<file path="config.mk">
export PLATFORM = sky130hd
export DESIGN_NAME = perf_event_counter
export DESIGN_NICKNAME = d
export VERILOG_FILES = /design/src/rtl/pec_pkg.sv /design/src/rtl/pec_access_gate.sv /design/src/rtl/pec_count_core.sv /design/src/rtl/pec_wrap_flag.sv /design/src/rtl/perf_event_counter.sv
export SDC_FILE = /design/constraint.sdc
export NUM_CORES = 1
export LEC_CHECK = 0
export BUFFER_PORTS_ARGS = -buffer_cell sky130_fd_sc_hd__buf_2
export CORE_MARGIN = 3
export CORE_UTILIZATION = 30
export DETAILED_ROUTE_END_ITERATION = 12
export RECOVER_POWER = 25
export SYNTH_ARGS = -nofsm -noshare
export SYNTH_HDL_FRONTEND = slang
export SYNTH_SLANG_ARGS = --single-unit
</file>
<file path="constraint.sdc">
create_clock -name clk -period 2.25 [get_ports clk]
set_clock_uncertainty 0.1 [all_clocks]
set_input_delay 0.45 -clock clk [delete_from_list [all_inputs] [get_ports clk]]
set_output_delay 0.45 -clock clk [all_outputs]
set_load 0.05 [all_outputs]
</file>
<file path="src/rtl/pec_pkg.sv">
package pec_pkg;
  // register selector values on the access port
  typedef enum logic {
    REG_COUNT  = 1'b0,
    REG_STATUS = 1'b1
  } pec_reg_e;

  // position of the sticky wrap flag inside the status register
  localparam int STS_WRAP_BIT = 0;
endpackage

</file>
<file path="src/rtl/pec_access_gate.sv">
module pec_access_gate
  import pec_pkg::*;
(
  input  logic acc_req,
  input  logic acc_wr,
  input  logic acc_sel,
  input  logic mode_priv,
  input  logic user_ok,
  input  logic evt_pulse,
  input  logic cnt_en,
  input  logic dbg_halt,
  input  logic obs_allow,
  output logic acc_bad,
  output logic rd_go,
  output logic wr_cnt,
  output logic wr_sts,
  output logic cnt_step
);
  logic     acc_ok;
  pec_reg_e target;

  always_comb begin
    target   = pec_reg_e'(acc_sel);
    acc_ok   = acc_req && (mode_priv || user_ok);
    acc_bad  = acc_req && !(mode_priv || user_ok);
    rd_go    = acc_ok && !acc_wr;
    wr_cnt   = acc_ok && acc_wr && (target == REG_COUNT);
    wr_sts   = acc_ok && acc_wr && (target == REG_STATUS);
    cnt_step = evt_pulse && cnt_en && !dbg_halt && obs_allow;
  end
endmodule

</file>
<file path="src/rtl/pec_count_core.sv">
module pec_count_core #(
  parameter int CNT_W = 32
) (
  input  logic             clk,
  input  logic             rst,
  input  logic             zero,
  input  logic             wr,
  input  logic [CNT_W-1:0] wdata,
  input  logic             step,
  output logic [CNT_W-1:0] cnt_q,
  output logic             wrap
);
  localparam logic [CNT_W-1:0] CNT_MAX = {CNT_W{1'b1}};
  localparam logic [CNT_W-1:0] CNT_ONE = {{(CNT_W-1){1'b0}}, 1'b1};

  // a wrap only counts when the increment really lands
  assign wrap = step && !zero && !wr && (cnt_q == CNT_MAX);

  always_ff @(posedge clk) begin
    if (rst)       cnt_q <= '0;
    else if (zero) cnt_q <= '0;
    else if (wr)   cnt_q <= wdata;
    else if (step) cnt_q <= cnt_q + CNT_ONE;
  end
endmodule

</file>
<file path="src/rtl/pec_wrap_flag.sv">
module pec_wrap_flag (
  input  logic clk,
  input  logic rst,
  input  logic set,
  input  logic clr,
  input  logic irq_en,
  output logic flag_q,
  output logic irq_q
);
  logic flag_d;

  // set beats clear so no wrap is ever lost
  assign flag_d = set || (flag_q && !clr);

  always_ff @(posedge clk) begin
    if (rst) begin
      flag_q <= 1'b0;
      irq_q  <= 1'b0;
    end else begin
      flag_q <= flag_d;
      irq_q  <= flag_d && irq_en;
    end
  end
endmodule

</file>
<file path="src/rtl/perf_event_counter.sv">
module perf_event_counter
  import pec_pkg::*;
#(
  parameter int CNT_W = 32
) (
  input  logic             clk,
  input  logic             rst,
  input  logic             evt_pulse,
  input  logic             cnt_en,
  input  logic             cnt_zero,
  input  logic             mode_priv,
  input  logic             user_ok,
  input  logic             dbg_halt,
  input  logic             obs_allow,
  input  logic             acc_req,
  input  logic             acc_wr,
  input  logic             acc_sel,
  input  logic [CNT_W-1:0] acc_wdata,
  output logic [CNT_W-1:0] acc_rdata,
  output logic             undef_fault,
  input  logic             irq_en,
  output logic             irq
);
  logic             acc_bad, rd_go, wr_cnt, wr_sts, cnt_step;
  logic [CNT_W-1:0] cnt_q;
  logic             wrap, flag_q;
  logic [CNT_W-1:0] sts_word;

  pec_access_gate u_gate (
    .acc_req  (acc_req),
    .acc_wr   (acc_wr),
    .acc_sel  (acc_sel),
    .mode_priv(mode_priv),
    .user_ok  (user_ok),
    .evt_pulse(evt_pulse),
    .cnt_en   (cnt_en),
    .dbg_halt (dbg_halt),
    .obs_allow(obs_allow),
    .acc_bad  (acc_bad),
    .rd_go    (rd_go),
    .wr_cnt   (wr_cnt),
    .wr_sts   (wr_sts),
    .cnt_step (cnt_step)
  );

  pec_count_core #(.CNT_W(CNT_W)) u_core (
    .clk  (clk),
    .rst  (rst),
    .zero (cnt_zero),
    .wr   (wr_cnt),
    .wdata(acc_wdata),
    .step (cnt_step),
    .cnt_q(cnt_q),
    .wrap (wrap)
  );

  pec_wrap_flag u_flag (
    .clk   (clk),
    .rst   (rst),
    .set   (wrap),
    .clr   (wr_sts && acc_wdata[STS_WRAP_BIT]),
    .irq_en(irq_en),
    .flag_q(flag_q),
    .irq_q (irq)
  );

  always_comb begin
    sts_word               = '0;
    sts_word[STS_WRAP_BIT] = flag_q;
  end

  always_ff @(posedge clk) begin
    if (rst) begin
      acc_rdata   <= '0;
      undef_fault <= 1'b0;
    end else begin
      undef_fault <= acc_bad;
      if (rd_go)
        acc_rdata <= (pec_reg_e'(acc_sel) == REG_STATUS) ? sts_word : cnt_q;
    end
  end
endmodule

</file>
==> impl_results.md <==
- Post-synth EDFFs: 0
- Initial antenna violation count: 0
- Layout cells sized above 1: roughly a quarter
- DP Area: 3780 um2
- Largest net degree at the start of global routing: 35
- Int Pwr: 0.00179 W
- Final Hold Vio Count: 0
- First-pass DRT Iterations: 4
- Slowest Stage Delay on Critical Path: roughly 0.56 ns
- Syn-to-layout area delta: 23.4%
- Yosys cell types: between 40 and 50
- Clock Tree Buf Depth: 2
- Initial Util: 31.0%
- Post-DP HPWL: 6330 um
- Post-CTS setup buffers: 0
- First-pass GRT wire length: 14100 um
- Top cell type's share of synthesized area: 41.7%
- Core Area: 10400 um2
- Pwr Density: 607 nW/um2
- Hold Path Class: in2reg
- Final ANT Viol Nets: 0
- Register area share after synthesis: 41.7%
- Max-slew violation count: 0
- Yosys warns: 0
- DRC: 0
- Die Ht: 109 um
- All-Layer GR Usage: between 10% and 20%
- IO Pins: around 80
- Final cell count without fillers: 594
- Switching part of the total: 25.7%
- CTS tree: yes
- WP data required: 2.37 ns
- Worst setup SP type: flip-flop
- Crit-path slowest cell: or4_4
- RSZ-0062 raised after global routing: no
- P_sw: roughly 0.0006 W
- Avg Vias per Cell: 4.91
- Final worst path period need: 1.99 ns
- Crit-path cells: nand4_2 > or4_4 > nor3_1 > mux2i_1 > o22ai_1
- Worst hold margin: 0.194 ns
- CTS root buffer: clkbuf_8
- Routed WL per cell: between 10 and 15 um
- MaxCap Viol Count: 0
- Relative slew slack: 54.3%
- Area contributors post-synth: dfxtp_1 42%, nand3b_1 7.0%, a21oi_1 6.7%
- Die ar.: 12000 um2
- CP endpoint kind: flip-flop
- Post-synthesis async set-or-reset flop share: 0%
- Syn Area/Cell: ~8.6 um2
- Maximum VDD drop: just over 0.3 mV
- Final WL: 8660 um
- Via count: 2918
- Nets: 499
- Ant diodes: 0
- Top cell type by total area after synthesis: dfxtp_1
- Main flop type after synthesis: dfxtp_1
- Count leader, synth: dfxtp_1
- CP Data Arrival Time: 2.11 ns
- Insertion delay to the later sink of the worst-skew pair: 0.35 ns
- Vias in the first global route: 2803
- Commonest cells in the netlist: 67 x dfxtp_1, 46 x nand2_1, 43 x a21oi_1, 33 x nor2_1, 30 x nand3b_1
- DR iter-0 viols: 124
- Combinational Power Share: 7.5%
- Design area: 3970 um2
- Setup violation total in the final timing report: 0
- Outcome: complete, no violations
- Lkg Pwr: 1.47 nW
- Syn Nets: about 420
- Placed insts: 578
- CTS H-Tree Depth: 3
- Row Count: 37
- Num CTS Buffers: 9
- Cell Area, Synth: 3210 um2
- Clock power frac: 42.0%
- Fin crit share: between 80 and 90%
- Fill cells: around 1100
- Port bufs: 78
- Final setup TNS: 0 ns
- Worst Tran Pin Value: 0.686 ns
- Die width: around 110 um
- Flop pwr share: 50.6%
- Fmax: around 500 MHz
- GPL Wtd Cong: 0.858
- Critical Path Fanout Max: 5
- Grt total ovfl: 0
- CTS resizes: 0
- Flop and latch count out of synthesis: 67
- Clock Sinks: 67
- Setup CP Type: reg2reg
- Post-Syn Instances: approximately 380
- Hold_buf cts: 0
- Clock transition at path regs: 0.07 ns
-- per-stage QoR --
| stage | setup WS (ns) | util, % | total power (W) |
|---|---|---|---|
| after CTS | 0.253 | 38.4 | 0.00244 |
| final | 0.259 | 38.2 | 0.00241 |
| after global routing | 0.0644 | 38.2 | 0.00251 |
| after global placement | 0.164 | 36.5 | 0.00142 |
| after detailed placement | 0.133 | 36.5 | 0.00143 |
| after floorplan | 0.299 | - | 0.00135 |
-- registers in the layout (all words and copies together) (netlist names) --
name,count
u_flag.flag_q,1
acc_rdata,32
u_flag.irq_q,1
undef_fault,1
u_core.cnt_q,32
-- path summary, 6_finish.rpt --
kind	end	slack (ns)	start	cells after the start
setup / recovery	u_core.cnt_q[29]	0.26	u_core.cnt_q[17]	5
hold / removal	undef_fault	0.19	mode_priv	2
setup reg to reg	u_core.cnt_q[29]	0.26	u_core.cnt_q[17]	5
hold reg to reg	acc_rdata[25]	0.35	acc_rdata[25]	2
-- placed cells by master (no fill, tap or decap), drive strengths merged --
cell and n:
buf 85, dfxtp 67, nand2 46, a21oi 43, nor2 33, nand3b 30
xor2 21, a211oi 21, clkbuf 19, nand4 17, o21ai 10, nand3 9
xnor2 7, and3 6, nor4 5, mux2i 4, nor3 4, or2 3
and2 3, o22ai 3, inv 3, clkinv 3, nand4b 2, or4 2
and4 2, clkinvlp 2, o211ai 1, and4bb 1, and4b 1, a311oi 1
nor4b 1, or3 1, ha 1, bufinv 1
-- power groups by stage --
stage                     registers, W  clock network [W]  logic [W]
after floorplan                0.00125                  0  0.0000966
after global placement         0.00124                  0   0.000180
after detailed placement       0.00124                  0   0.000181
after CTS                      0.00122            0.00104   0.000182
after global routing           0.00122            0.00109   0.000200
final                          0.00122            0.00101   0.000180
-- cell families (layout without fill, tap and decap cells) --
group	count (synthesis)	in the layout	share of synthesized area (%)
buf+inv	30	113	4.87
flops	67	67	41.7
xor+xnor	28	28	7.63
simple gates	166	166	29.6
compound gates	79	79	14.6
fa+ha+maj	1	1	0.389
mux	4	4	1.25
-- routing by layer --
metal	GRT usage, %	share of wire (%)
met2	22.6	43
met5	0	0
met3	3.35	6.9
met1	21.1	48
met4	5.88	1.5
-- cell type report --
class	count	area (um2)	area share (%)
sequential	67	1340	33.8
multi-input combinational	278	1720	43.3
timing repair buffer	95	528	13.3
tap	136	170	4.29
inverter	2	7.51	0.189
clock inverter	7	76.3	1.92
clock buffer	9	124	3.12
-- worst max-delay path, delay by kind of cell (launching register included) --
family | cells | cell delay (ns)
flip-flops | 1 | 0.42
AO/OA/AOI/OAI | 1 | 0.10
AND/OR/NAND/NOR | 3 | 0.99
multiplexers | 1 | 0.24
No activity file was read; power rests on OpenSTA's default activity.
